[src/rtl/nco_pkg.sv]
package nco_pkg;

  // Strobes passed from control to datapath
  typedef struct packed {
    logic loadPhase;  // configuration write: preset upper phase half
    logic step;       // add increment to phase
  } ncoStrobe_t;

  // Zero prescale is treated as one
  function automatic logic [15:0] fixPeriod(input logic [15:0] raw);
    return (raw == '0) ? 16'd1 : raw;
  endfunction

endpackage

[src/rtl/nco_ctrl.sv]
module nco_ctrl
  import nco_pkg::*;
#(
  parameter int PRE_W = 16
) (
  input  logic             clk,
  input  logic             rstN,
  input  logic             enable,
  input  logic             cfgWrite,
  input  logic [PRE_W-1:0] cfgPrescale,
  output ncoStrobe_t       strobe
);

  logic [PRE_W-1:0] period;
  logic [PRE_W-1:0] count;
  logic             lastTick;

  assign lastTick = (count == period - 1'b1);

  always_comb begin
    strobe.loadPhase = cfgWrite;
    strobe.step      = enable && !cfgWrite && lastTick;
  end

  always_ff @(posedge clk) begin
    if (!rstN) begin
      period <= PRE_W'(1);
      count  <= '0;
    end else if (cfgWrite) begin
      period <= (cfgPrescale == '0) ? PRE_W'(1) : cfgPrescale;
      count  <= '0;
    end else if (enable) begin
      count <= lastTick ? '0 : count + 1'b1;
    end
  end

  // count stays inside the period
  p_count_in_period_r1 : assert property (@(posedge clk) disable iff (!rstN)
    count < period);

  // write restarts the prescaler
  p_restart_r5 : assert property (@(posedge clk) disable iff (!rstN)
    cfgWrite |=> count == '0);

  // zero prescale becomes one
  p_zero_as_one_r4 : assert property (@(posedge clk) disable iff (!rstN)
    (cfgWrite && cfgPrescale == '0) |=> period == PRE_W'(1));

  // count holds while disabled
  p_count_hold_r6 : assert property (@(posedge clk) disable iff (!rstN)
    (!enable && !cfgWrite) |=> $stable(count));

endmodule

[src/rtl/nco_datapath.sv]
module nco_datapath
  import nco_pkg::*;
#(
  parameter int ACC_W = 32,
  parameter int PH_W  = 16
) (
  input  logic             clk,
  input  logic             rstN,
  input  ncoStrobe_t       strobe,
  input  logic [PH_W-1:0]  phasePreset,
  input  logic             incWrite,
  input  logic [ACC_W-1:0] incData,
  output logic             accMsb
);

  localparam int LOW_W = ACC_W - PH_W;

  logic [ACC_W-1:0] acc;
  logic [ACC_W-1:0] inc;

  always_ff @(posedge clk) begin
    if (!rstN) begin
      acc <= '0;
      inc <= '0;
    end else begin
      if (incWrite) inc <= incData;
      if (strobe.loadPhase)
        acc[ACC_W-1:LOW_W] <= phasePreset;
      else if (strobe.step)
        acc <= acc + inc;
    end
  end

  assign accMsb = acc[ACC_W-1];

  // preset touches only the upper half
  p_preset_r3 : assert property (@(posedge clk) disable iff (!rstN)
    strobe.loadPhase |=> (acc[ACC_W-1:LOW_W] == $past(phasePreset)) &&
                         (acc[LOW_W-1:0] == $past(acc[LOW_W-1:0])));

  // phase holds without a step or load
  p_acc_hold_r6 : assert property (@(posedge clk) disable iff (!rstN)
    (!strobe.step && !strobe.loadPhase) |=> $stable(acc));

  // load and step are never both asserted
  p_load_excl_r5 : assert property (@(posedge clk) disable iff (!rstN)
    !(strobe.step && strobe.loadPhase));

endmodule

[src/rtl/nco_clock_gen.sv]
module nco_clock_gen
  import nco_pkg::*;
#(
  parameter int ACC_W = 32,
  parameter int PRE_W = 16
) (
  input  logic             clk,
  input  logic             rstN,
  input  logic             enable,
  input  logic             cfgWrite,
  input  logic [ACC_W-1:0] cfgData,
  input  logic             incWrite,
  input  logic [ACC_W-1:0] incData,
  output logic             clkOut
);

  localparam int PH_W = ACC_W - PRE_W;

  ncoStrobe_t strobe;
  logic       accMsb;

  nco_ctrl #(.PRE_W(PRE_W)) u_ctrl (
    .clk        (clk),
    .rstN       (rstN),
    .enable     (enable),
    .cfgWrite   (cfgWrite),
    .cfgPrescale(cfgData[PRE_W-1:0]),
    .strobe     (strobe)
  );

  nco_datapath #(.ACC_W(ACC_W), .PH_W(PH_W)) u_dp (
    .clk        (clk),
    .rstN       (rstN),
    .strobe     (strobe),
    .phasePreset(cfgData[ACC_W-1:PRE_W]),
    .incWrite   (incWrite),
    .incData    (incData),
    .accMsb     (accMsb)
  );

  assign clkOut = enable & accMsb;

  // output low while disabled
  p_out_low_r6 : assert property (@(posedge clk) disable iff (!rstN)
    !enable |-> !clkOut);

endmodule

[config.mk]
export PLATFORM = sky130hd
export DESIGN_NAME = nco_clock_gen
export DESIGN_NICKNAME = d
export VERILOG_FILES = /design/src/rtl/nco_pkg.sv /design/src/rtl/nco_ctrl.sv /design/src/rtl/nco_datapath.sv /design/src/rtl/nco_clock_gen.sv
export SDC_FILE = /design/constraint.sdc
export NUM_CORES = 1
export LEC_CHECK = 0
export BUFFER_PORTS_ARGS = -buffer_cell sky130_fd_sc_hd__buf_4
export CORE_MARGIN = 2
export CORE_UTILIZATION = 45
export DETAILED_ROUTE_END_ITERATION = 10
export MAX_ROUTING_LAYER = met4
export PLACE_DENSITY = 0.63
export SKIP_CTS_REPAIR_TIMING = 1
export SYNTH_ARGS = -nofsm -noshare
export SYNTH_HDL_FRONTEND = slang
export SYNTH_SLANG_ARGS = --single-unit
[constraint.sdc]
create_clock -name clk -period 8 [get_ports clk]
set_clock_uncertainty 0.1 [all_clocks]
set_input_delay 0.4 -clock clk [delete_from_list [all_inputs] [get_ports clk]]
set_output_delay 0.4 -clock clk [all_outputs]
set_load 0.005 [all_outputs]
==> results of run 1 <==
==> cell usage in the layout, fill, tap and decap left out, drive strengths merged, types with 2 or more instances in the layout <==
cell type,n
a211o,4
a211oi,8
a21boi,5
a21o,13
a21oi,44
a31oi,9
a41oi,2
and2,8
and3,13
and4,4
buf,72
clkbuf,11
clkinv,3
dfxtp,96
ha,33
inv,16
mux2i,73
nand2,32
nand2b,9
nand3,19
nand4,12
nor2,87
nor2b,5
nor3,30
nor3b,2
nor4,11
o2111ai,3
o211ai,3
o21a,6
o21ai,34
o21bai,7
o22ai,4
o31a,3
o31ai,6
or3,9
xnor2,32
xor2,25
==> layout make-up <==
type	count	area, sq um
well taps	176	220.2
flip-flops and latches	96	1922
inverters	16	60.06
clock buffers	11	232.7
repair buffers	72	540.5
multi-input cells	573	3960
fillers	1246	6337
clock inverters	4	22.52
==> layer usage <==
layer,share of wire,routed length [um],global-route usage
met1,0.52,7918,0.3179
met2,0.41,6186,0.3125
met3,0.049,745,0.03349
met4,0.016,244,0.07413
met5,0,0,-
==> through the flow <==
step / std cells / hold WS (ns) / utilization / instance area [sq um]
2_1_floorplan: 723 / 0.3523 / - / 6130
3_3_place_gp: 933 / 0.3753 / 0.5041 / 6703
3_5_place_dp: 933 / 0.3761 / 0.5041 / 6703
4_1_cts: 948 / 0.1800 / 0.5233 / 6958
5_1_grt: 948 / 0.2007 / 0.5233 / 6958
6_report: 948 / 0.1854 / 0.5233 / 6958
==> power by group <==
part	switching [mW]	internal, mW	leakage (nW)
logic	0.101	0.0884	2.09
registers	0.0202	0.499	0.787
clock network	0.182	0.208	0.125
total	0.303	0.795	3.00
==> worst min-delay path by stage <==
stage | from | to | cells past startpoint
3_5_place_dp | u_dp.acc[27]$_SDFFE_PN0P_ | u_dp.acc[27]$_SDFFE_PN0P_ | 2
3_3_place_gp | u_dp.acc[27]$_SDFFE_PN0P_ | u_dp.acc[27]$_SDFFE_PN0P_ | 2
5_1_grt | incData[20] | u_dp.inc[20]$_SDFFE_PN0P_ | 3
4_1_cts | incData[2] | u_dp.inc[2]$_SDFFE_PN0P_ | 3
6_report | incData[9] | u_dp.inc[9]$_SDFFE_PN0P_ | 3
2_1_floorplan | u_dp.acc[27]$_SDFFE_PN0P_ | u_dp.acc[27]$_SDFFE_PN0P_ | 2
==> logic make-up after synthesis <==
group                    after synthesis  synth area share
AND/OR/NAND/NOR                      248            0.2029
flip-flops                            96            0.3135
adder cells (fa/ha/maj)               34           0.07063
buffers and inverters                 54           0.04246
XOR/XNOR                              57           0.08145
multiplexers                          74            0.1210
AO/OA/AOI/OAI                        160            0.1680
==> state kept, by name, indices dropped and copies added (netlist names) <==
register / flops
u_ctrl.count: 16
u_ctrl.period: 16
u_dp.acc: 32
u_dp.inc: 32
==> worst min-delay path: stages <==
cell and delay [ns]:
buf_4 0.07, mux2i_1 0.05, nor2_1 0.07
==> run summary, run 1 <==
MaxCap Viol Count -> 0
worst vdd ir -> 107.5 uV
ratio of cells with drive above 1 in the final layout -> 0.1231
Data required, critical path -> 8.10 ns
CTS Sinks -> 96
initial antenna violation count -> 0
root buf cell -> clkbuf_16
first-pass GRT wire length -> 24.70 mm
Async SR Flop Fraction -> 0
die span in y -> 120.7 um
Avg WL per Cell -> 15.92 um
worst slew pin tran -> 0.7413 ns
total die area -> 14,570 sq um
maximum clock frequency -> 0.2893 GHz
status -> finished, final reports clean
Worst R2R Setup Slack -> 4.54 ns
CTS buffer count -> 9
P_leak -> 3.001 nW
post-layout minimum cycle time -> 3.457 ns
syn_nets -> 826
Clk Latency, worst-skew pair -> 0.35 ns
RR Endpoint -> u_dp.acc[30]$_SDFFE_PN0P_
hpwl dp -> 11.33 mm
Hold Path Class -> in -> reg
# diodes -> 0
Top FF cell, synth -> dfxtp_1
drt first pass iters -> 5
final setup TNS -> 0 ns
CP startpoint kind -> flip-flop
Reg2Reg Depth -> 11
ANT nets after route -> 0
logic depth of the worst path, buffers included -> 11
largest net degree at the start of global routing -> 68
EDFF count, synth -> 0
Netlist cell types -> 63
CP endpoint -> u_dp.acc[30]$_SDFFE_PN0P_
Vias -> 5,281
cell with the most instances after synthesis -> dfxtp_1
crit path buf inv count -> 2
GRT Total Usage -> 0.2201
Starting DRT DRC Count -> 322
post-synth top area share -> 0.3135
Synth Cell Area -> 6130 sq um
Residual DRC -> 0
clock slew at reported path FFs -> 0.06 ns
RSZ-0062 raised after global routing -> no
fin. max-slew vios -> 0
register area share after synthesis -> 0.3135
vias in the first global route -> 4,986
Final Total Pwr -> 1.098 mW
H-tree levels -> 3
top cell type by total area after synthesis -> dfxtp_1
fin worst setup slack -> 4.544 ns
vias per inst -> 5.571
number of port buffers -> 69
I/O pin total -> 70
largest cells by area after synthesis -> dfxtp_1 31%, mux2i_1 12%, ha_1 6.7%
Synth Register Bits -> 96
YS warnings -> 0
cells along the critical path -> inv_1, ha_1, or3b_1, nor3_2, mux2_2, o22ai_1, o2111ai_1, nor4_2, buf_4, a21boi_0, a211oi_1
Crit. Startpoint -> u_ctrl.period[0]$_SDFFE_PN1P_
Pwr per Cell Area -> 157.8 nW/um^2
gate count of the mapped netlist -> 723
Area growth syn-to-layout -> 13.51%
CTS tree -> yes
largest delay contributor family on the critical path -> simple AND/OR/NAND/NOR gates
fin nets -> 871
part of the cycle the worst path needs -> 0.4321
Reg2Reg Launch Point -> u_ctrl.period[0]$_SDFFE_PN1P_
max_slew headroom -> 0.5058
CP max FO -> 18
WP data arrival -> 3.55 ns
Final Setup Violations -> 0
Post-synth top cells -> 96 x dfxtp_1, 87 x nor2_1, 73 x mux2i_1, 44 x a21oi_1, 33 x ha_1
Max stage delay cell, worst path -> or3b_1
total routed wirelength -> 15.10 mm
Worst Setup End Kind -> flip-flop
DP Worst Slack -> 4.574 ns
Core ar. -> 13,300 sq um
Starting Density -> 0.4610
Syn Area/Cell -> 8.478 sq um
final hold viol count -> 0
critical path type -> reg -> reg
Congestion Overflow GR -> 0
die width -> 120.7 um
GPL Wtd Cong -> 0.9084
row cnt -> 42
Worst path max stage delay -> 0.48 ns
maximum buffer depth of the clock tree -> 2
No activity file was read; power rests on OpenSTA's default activity.
==> run 2, diff against run 1 <==
--- a/config.mk
+++ b/config.mk
@@ -5,12 +5,13 @@
 export SDC_FILE = /design/constraint.sdc
 export NUM_CORES = 1
 export LEC_CHECK = 0
+export ABC_AREA = 1
 export BUFFER_PORTS_ARGS = -buffer_cell sky130_fd_sc_hd__buf_4
 export CORE_MARGIN = 2
 export CORE_UTILIZATION = 45
 export DETAILED_ROUTE_END_ITERATION = 10
 export MAX_ROUTING_LAYER = met4
-export PLACE_DENSITY = 0.63
+export PLACE_DENSITY = 0.65
 export SKIP_CTS_REPAIR_TIMING = 1
 export SYNTH_ARGS = -nofsm -noshare
 export SYNTH_HDL_FRONTEND = slang
==> constraint.sdc (replaced) <==
create_clock -name clk -period 2.85 [get_ports clk]
set_clock_uncertainty 0.1 [all_clocks]
set_input_delay 0.1425 -clock clk [delete_from_list [all_inputs] [get_ports clk]]
set_output_delay 0.1425 -clock clk [all_outputs]
set_load 0.005 [all_outputs]
==> run summary, run 2 <==
Starting Density -> 0.4575 (was 0.4610)
# diodes -> 0 (unchanged)
Worst path max stage delay -> 0.35 ns (was 0.48 ns)
I/O pin total -> 70 (unchanged)
Area growth syn-to-layout -> 21.06% (was 13.51%)
Fillers -> 1,541 (was 1,246)
Async SR Flop Fraction -> 0 (unchanged)
H-tree levels -> 3 (unchanged)
WP data arrival -> 2.68 ns (was 3.55 ns)
Netlist cell types -> 37 (was 63)
Synth Area in Simple Gates -> 0.4098 (was 0.2029)
CP startpoint kind -> flip-flop (unchanged)
vias per inst -> 4.921 (was 5.571)
final setup TNS -> 0 ns (unchanged)
Post-synth top cells -> 313 x nand2_1, 186 x nor2_1, 149 x inv_1, 96 x dfxtp_1, 90 x nand3_1 (was 96 x dfxtp_1, 87 x nor2_1, 73 x mux2i_1, 44 x a21oi_1, 33 x ha_1)
syn_nets -> 1,231 (was 826)
Data required, critical path -> 2.98 ns (was 8.10 ns)
total die area -> 16,350 sq um (was 14,570 sq um)
P_leak -> 4.304 nW (was 3.001 nW)
drt first pass iters -> 5 (unchanged)
most frequent cells in the layout -> 313 x nand2_1, 186 x nor2_1, 149 x inv_1 (was 96 x dfxtp_1, 87 x nor2_1, 73 x mux2i_1)
root buf cell -> clkbuf_16 (unchanged)
worst slew pin tran -> 1.084 ns (was 0.7413 ns)
XOR/XNOR Fraction of Synth Area -> 0.05691 (was 0.08145)
Synth Register Bits -> 96 (unchanged)
Hold Path Class -> in -> reg (unchanged)
first-pass GRT wire length -> 30.84 mm (was 24.70 mm)
clock share of power -> 0.390 (was 0.355)
EDFF count, synth -> 0 (unchanged)
fin. max-slew vios -> 0 (unchanged)
status -> finished with violations (was finished, final reports clean)
Core ar. -> 15,090 sq um (was 13,300 sq um)
largest delay contributor family on the critical path -> simple AND/OR/NAND/NOR gates (unchanged)
crit path buf inv count -> 2 (unchanged)
ANT nets after route -> 0 (unchanged)
MaxCap Viol Count -> 0 (unchanged)
min-delay src -> cfgData[4] (was incData[9])
vias in the first global route -> 6,480 (was 4,986)
Final Setup Violations -> 0 (unchanged)
GRT Total Usage -> 0.2402 (was 0.2201)
hold_ws -> -0.01486 ns (was 0.1854 ns)
Pwr per Cell Area -> 415.9 nW/um^2 (was 157.8 nW/um^2)
Largest regs -> u_dp.acc (32), u_dp.inc (32) (unchanged)
Vias -> 7,013 (was 5,281)
Starting DRT DRC Count -> 457 (was 322)
clock slew at reported path FFs -> 0.07 ns (was 0.06 ns)
largest net degree at the start of global routing -> 42 (was 68)
Adder-Cell Fraction of Synth Area -> 0.06272 (was 0.07063)
post-layout minimum cycle time -> 2.550 ns (was 3.457 ns)
number of port buffers -> 69 (unchanged)
Crit. Startpoint -> u_ctrl.period[0]$_SDFFE_PN1P_ (unchanged)
Switching Share -> 0.2856 (was 0.2762)
YS warnings -> 0 (unchanged)
Residual DRC -> 0 (unchanged)
Reg2Reg Launch Point -> u_ctrl.period[0]$_SDFFE_PN1P_ (unchanged)
Top FF cell, synth -> dfxtp_1 (unchanged)
die span in y -> 127.9 um (was 120.7 um)
Worst R2R Setup Slack -> 0.30 ns (was 4.54 ns)
Synth Cell Area -> 6903 sq um (was 6130 sq um)
maximum buffer depth of the clock tree -> 2 (unchanged)
part of the cycle the worst path needs -> 0.8947 (was 0.4321)
row cnt -> 45 (was 42)
CTS Sinks -> 96 (unchanged)
RSZ-0062 raised after global routing -> no (unchanged)
Max stage delay cell, worst path -> dfxtp_1 (was or3b_1)
Avg WL per Cell -> 13.36 um (was 15.92 um)
top cell type by total area after synthesis -> dfxtp_1 (unchanged)
final hold viol count -> 7 (was 0)
Worst Setup End Kind -> flip-flop (unchanged)
Congestion Overflow GR -> 0 (unchanged)
maximum clock frequency -> 0.3922 GHz (was 0.2893 GHz)
critical path type -> reg -> reg (unchanged)
Clk Latency, worst-skew pair -> 0.36 ns (was 0.35 ns)
cell with the most instances after synthesis -> nand2_1 (was dfxtp_1)
register area share after synthesis -> 0.2784 (was 0.3135)
CP max FO -> 17 (was 18)
CTS buffer count -> 9 (unchanged)
internal power -> 2.483 mW (was 0.7947 mW)
ratio of cells with drive above 1 in the final layout -> 0.1011 (was 0.1231)
Switch Pwr -> 0.9926 mW (was 0.3032 mW)
mux share of post-synthesis cell area -> 0 (was 0.1210)
logic gate share of total power -> 0.193 (was 0.172)
die width -> 127.9 um (was 120.7 um)
Most common cell on crit path -> nor2_1
GPL Wtd Cong -> 0.9540 (was 0.9084)
hpwl dp -> 13.93 mm (was 11.33 mm)
total routed wirelength -> 19.03 mm (was 15.10 mm)
cells along the critical path -> inv_2, ha_1, nand2_4, nor2_4, xor2_1, nand2_1, inv_1, nand2_1, nor2_2, nand3_4, nand2_4, nor2_1, nor2_1, nor2_1 (was inv_1, ha_1, or3b_1, nor3_2, mux2_2, o22ai_1, o2111ai_1, nor4_2, buf_4, a21boi_0, a211oi_1)
gate count of the mapped netlist -> 1,128 (was 723)
commonest non-fill, non-tap cell in the layout -> nand2_1 (was dfxtp_1)
sequential power share -> 0.417 (was 0.473)
Final Total Pwr -> 3.475 mW (was 1.098 mW)
max_slew headroom -> 0.2766 (was 0.5058)
CTS tree -> yes (unchanged)
initial antenna violation count -> 0 (unchanged)
violated checks -> hold timing
main combinational cell family by area after synthesis -> simple AND/OR/NAND/NOR gates (unchanged)
largest cells by area after synthesis -> dfxtp_1 28%, nand2_1 17%, nor2_1 10% (was dfxtp_1 31%, mux2i_1 12%, ha_1 6.7%)
post-synth top area share -> 0.2784 (was 0.3135)
worst vdd ir -> 316.0 uV (was 107.5 uV)
fin nets -> 1,335 (was 871)
Synth Area in Compound Gates -> 0.08827 (was 0.1680)
Syn Area/Cell -> 6.120 sq um (was 8.478 sq um)
-- run 2: cell count changes after synthesis, sizes merged, moves of 13 or more --
cell and delta:
and3 -13, inv +136, mux2i -73, nand2 +285, nand3 +72, nor2 +122, nor3 -21, o21ai +19
xnor2 -20
-- run 2: worst register-to-register path: stages (launching register included) --
cell and delay [ns]:
dfxtp_1 0.35, inv_2 0.09, ha_1 0.25, nand2_4 0.10
nor2_4 0.20, xor2_1 0.18, nand2_1 0.09, inv_1 0.05
nand2_1 0.05, nor2_2 0.16, nand3_4 0.25, nand2_4 0.32
nor2_1 0.09, nor2_1 0.09, nor2_1 0.04
-- run 2: cells by family (layout without fill, tap and decap cells) --
| kind of cell | count (synthesis) | after routing |
|---|---|---|
| AOI/OAI and AO/OA | 115 | 115 |
| xor gates and xnor gates | 44 | 44 |
| adders and majority gates | 34 | 34 |
| buffers and inverters | 180 | 289 |
| DFF | 96 | 96 |
| and+or+nand+nor | 659 | 659 |
-- run 2: final cells by class --
| type | instances | area (sq um) | area share |
|---|---|---|---|
| well taps | 188 | 235.2 | 0.02815 |
| clock buffers | 10 | 239.0 | 0.02860 |
| multi-input cells | 852 | 4264 | 0.5103 |
| flip-flops and latches | 96 | 1922 | 0.2300 |
| clock inverters | 6 | 90.09 | 0.01078 |
| repair buffers | 121 | 1036 | 0.1240 |
| inverters | 152 | 570.5 | 0.06827 |
-- run 2: stage by stage --
step	cell area (sq um)	setup slack, ns	util	hold WS [ns]	std cells
5_1_grt	8357	0.02259	0.5538	0.006555	1425
6_report	8357	0.3001	0.5538	-0.01486	1425
4_1_cts	7896	0.2871	0.5233	-0.1076	1379
3_3_place_gp	7567	0.3940	0.5015	0.2636	1363
3_5_place_dp	7567	0.3232	0.5015	0.2698	1363
2_1_floorplan	6903	0.7514	-	0.1774	1128
-- run 2: worst paths after layout --
kind,to,depth (start not counted)
hold / removal,u_ctrl.period[4]$_SDFFE_PN0P_,3
setup reg to reg,u_dp.acc[17]$_SDFFE_PN0P_,14
hold reg to reg,u_dp.acc[8]$_SDFFE_PN0P_,2
setup / recovery,u_dp.acc[17]$_SDFFE_PN0P_,14
-- run 2: layer usage --
metal  routed length [um]  vias up  part of all wire  track usage
met5                    0        -                 0            -
met4                  411        0             0.022      0.06593
met3                  747       31             0.039      0.04174
met2                 8691      156              0.46       0.3885
met1                 9182     3070              0.48       0.3109
li1                     -     3756                 -            -
-- run 2: power groups by stage --
stage / Clock, mW / Combinational [mW] / Sequential (mW)
6_report: 1.36 / 0.670 / 1.45
5_1_grt: 1.43 / 0.763 / 1.46
4_1_cts: 1.39 / 0.618 / 1.45
3_5_place_dp: 0 / 0.612 / 1.48
3_3_place_gp: 0 / 0.610 / 1.48
2_1_floorplan: 0 / 0.438 / 1.46
==> run 3, diff against run 2 <==
--- a/config.mk
+++ b/config.mk
@@ -15,4 +15,5 @@
 export SKIP_CTS_REPAIR_TIMING = 1
 export SYNTH_ARGS = -nofsm -noshare
 export SYNTH_HDL_FRONTEND = slang
+export SYNTH_HIERARCHICAL = 1
 export SYNTH_SLANG_ARGS = --single-unit
==> run summary, run 3 <==
RSZ-0062 raised after global routing -> no (unchanged)
Synth Cell Area -> 6944 sq um (was 6903 sq um)
post-layout minimum cycle time -> 2.642 ns (was 2.550 ns)
Pwr per Cell Area -> 393.7 nW/um^2 (was 415.9 nW/um^2)
Congestion Overflow GR -> 0 (unchanged)
hold_ws -> -0.01955 ns (was -0.01486 ns)
vias per inst -> 4.820 (was 4.921)
Clk Latency, worst-skew pair -> 0.36 ns (about the same)
Worst Setup End Kind -> flip-flop (unchanged)
CTS Sinks -> 96 (unchanged)
GPL Wtd Cong -> 0.9600 (was 0.9540)
Core ar. -> 15,150 sq um (was 15,090 sq um)
GRT Total Usage -> 0.2362 (was 0.2402)
most frequent cells in the layout -> 294 x nand2_1, 175 x inv_1, 148 x nor2_1 (was 313 x nand2_1, 186 x nor2_1, 149 x inv_1)
register area share after synthesis -> 0.2768 (was 0.2784)
post-synth top area share -> 0.2768 (was 0.2784)
Reg2Reg Depth -> 17 (was 14)
crit path buf inv count -> 5 (was 2)
Max stage delay cell, worst path -> dfxtp_1 (unchanged)
CP startpoint kind -> flip-flop (unchanged)
cell with the most instances after synthesis -> nand2_1 (unchanged)
final setup TNS -> 0 ns (unchanged)
H-tree levels -> 3 (unchanged)
fin nets -> 1,340 (was 1,335)
maximum clock frequency -> 0.3786 GHz (was 0.3922 GHz)
drt first pass iters -> 5 (unchanged)
gate count of the mapped netlist -> 1,127 (was 1,128)
# diodes -> 0 (unchanged)
largest net degree at the start of global routing -> 50 (was 42)
die span in y -> 128.2 um (was 127.9 um)
Vias -> 6,893 (was 7,013)
worst slew pin tran -> 1.023 ns (was 1.084 ns)
I/O pin total -> 70 (unchanged)
largest delay contributor family on the critical path -> simple AND/OR/NAND/NOR gates (unchanged)
hpwl dp -> 14.07 mm (was 13.93 mm)
logic depth of the worst path, buffers included -> 17 (was 14)
Starting DRT DRC Count -> 493 (was 457)
Syn Area/Cell -> 6.162 sq um (was 6.120 sq um)
top cell type by total area after synthesis -> dfxtp_1 (unchanged)
Async SR Flop Fraction -> 0 (unchanged)
maximum buffer depth of the clock tree -> 2 (unchanged)
YS warnings -> 6 (was 0)
Avg WL per Cell -> 13.19 um (was 13.36 um)
Data required, critical path -> 2.99 ns (was 2.98 ns)
commonest non-fill, non-tap cell in the layout -> nand2_1 (unchanged)
Hold Crit Depth -> 3 (unchanged)
min-delay src -> cfgData[13] (was cfgData[4])
Final Setup Violations -> 0 (unchanged)
final hold viol count -> 3 (was 7)
Largest regs -> u_dp/acc (32), u_dp/inc (32) (was u_dp.acc (32), u_dp.inc (32))
initial antenna violation count -> 0 (unchanged)
CTS tree -> yes (unchanged)
WP data arrival -> 2.79 ns (was 2.68 ns)
first-pass GRT wire length -> 30.14 mm (was 30.84 mm)
largest cells by area after synthesis -> dfxtp_1 28%, nand2_1 16%, inv_1 9.5% (was dfxtp_1 28%, nand2_1 17%, nor2_1 10%)
status -> finished with violations (unchanged)
syn_nets -> 1,230 (was 1,231)
vias in the first global route -> 6,364 (was 6,480)
total die area -> 16,440 sq um (was 16,350 sq um)
worst vdd ir -> 282.3 uV (was 316.0 uV)
Top FF cell, synth -> dfxtp_1 (unchanged)
Reg2Reg Launch Point -> u_ctrl/period[3]$_SDFFE_PN0P_ (was u_ctrl.period[0]$_SDFFE_PN1P_)
violated checks -> hold timing (unchanged)
MaxCap Viol Count -> 0 (unchanged)
root buf cell -> clkbuf_16 (unchanged)
Worst path max stage delay -> 0.36 ns (was 0.35 ns)
critical path type -> reg -> reg (unchanged)
CP max FO -> 15 (was 17)
Residual DRC -> 0 (unchanged)
row cnt -> 45 (unchanged)
Synth Register Bits -> 96 (unchanged)
ratio of cells with drive above 1 in the final layout -> 0.1433 (was 0.1011)
Hold Path Class -> in -> reg (unchanged)
Starting Density -> 0.4585 (was 0.4575)
EDFF count, synth -> 0 (unchanged)
number of port buffers -> 69 (unchanged)
clock slew at reported path FFs -> 0.07 ns (about the same)
part of the cycle the worst path needs -> 0.9269 (was 0.8947)
cells along the critical path -> nor2_2, nand2_1, nor2_4, inv_2, nand2_1, nand2_1, nand2_1, nand2_1, nor2_2, nand4_4, nor2_4, inv_1, nor2_4, clkinvlp_4, buf_12, o21ai_1, inv_1 (was inv_2, ha_1, nand2_4, nor2_4, xor2_1, nand2_1, inv_1, nand2_1, nor2_2, nand3_4, nand2_4, nor2_1, nor2_1, nor2_1)
Post-synth top cells -> 294 x nand2_1, 176 x inv_1, 152 x nor2_1, 96 x dfxtp_1, 82 x nand3_1 (was 313 x nand2_1, 186 x nor2_1, 149 x inv_1, 96 x dfxtp_1, 90 x nand3_1)
max_slew headroom -> 0.3172 (was 0.2766)
P_leak -> 4.490 nW (was 4.304 nW)
CTS buffer count -> 9 (unchanged)
Most common cell on crit path -> nand2_1 (was nor2_1)
die width -> 128.2 um (was 127.9 um)
Area growth syn-to-layout -> 21.93% (was 21.06%)
total routed wirelength -> 18.87 mm (was 19.03 mm)
Netlist cell types -> 39 (was 37)
ANT nets after route -> 0 (unchanged)
Crit. Startpoint -> u_ctrl/period[3]$_SDFFE_PN0P_ (was u_ctrl.period[0]$_SDFFE_PN1P_)
fin. max-slew vios -> 0 (unchanged)
[run 3: cell count changes after synthesis, sizes merged, moves of 4 or more]
| cell | delta |
|---|---|
| and3 | +4 |
| a21oi | -10 |
| nand3 | -6 |
| o21ai | +10 |
| nand4 | -5 |
| nor4 | -6 |
| xnor2 | -4 |
| o21bai | -5 |
| nor2 | -23 |
| a22oi | +16 |
| inv | +38 |
[run 3: worst reg2reg max path, delay by kind of cell, from the launching register on]
family / cells / cell delay, ns
and+or+nand+nor: 11 / 1.41
buffers and inverters: 5 / 0.48
DFF: 1 / 0.36
AOI/OAI and AO/OA: 1 / 0.16
[run 3: area by class of cell]
| class | instances | area [sq um] |
|---|---|---|
| repair buffers | 125 | 1074 |
| fillers | 1505 | 6679 |
| inverters | 190 | 716.9 |
| multi-input cells | 815 | 4219 |
| clock inverters | 5 | 56.30 |
| flip-flops and latches | 96 | 1923 |
| well taps | 188 | 235.2 |
| clock buffers | 11 | 242.7 |
[run 3: logic make-up (layout without fill, tap and decap cells)]
kind of cell    Yosys count  count (layout)  share of synthesized area
fa+ha+maj                34              34                    0.06234
xor+xnor                 38              38                    0.04793
buf+inv                 216             331                     0.1225
flops                    96              96                     0.2768
compound gates          123             123                    0.09676
simple gates            620             620                     0.3937
[run 3: routing by layer]
metal  wire length [um]  global-route usage
met5                  0                   -
met4                391             0.08533
met3                639             0.03005
met2               8768              0.3845
met1               9069              0.3013
[run 3: per-stage QoR]
| step | worst slack, ns | utilization | cells | instance area, sq um | power, mW |
|---|---|---|---|---|---|
| floorplan | 0.2912 | - | 1127 | 6944 | 1.861 |
| CTS | -0.04714 | 0.5228 | 1382 | 7919 | 3.298 |
| global route | 0.008846 | 0.5590 | 1430 | 8467 | 3.502 |
| finish | 0.2084 | 0.5590 | 1430 | 8467 | 3.333 |
| detailed placement | 0.04224 | 0.5031 | 1366 | 7620 | 2.041 |
| global placement | 0.1218 | 0.5031 | 1366 | 7620 | 2.037 |
[run 3: where the power goes]
part / internal, mW / switching, mW / leakage, nW / total (mW)
Sequential: 1.40 / 0.0446 / 0.788 / 1.45
Combinational: 0.275 / 0.360 / 3.56 / 0.634
Clock: 0.704 / 0.549 / 0.145 / 1.25
[run 3: worst paths after layout]
kind / to / slack (ns)
max: u_dp/acc[12]$_SDFFE_PN0P_ / 0.21
min reg2reg: u_ctrl/period[15]$_SDFFE_PN0P_ / 0.41
min: u_ctrl/period[13]$_SDFFE_PN0P_ / -0.02
max reg2reg: u_dp/acc[12]$_SDFFE_PN0P_ / 0.21
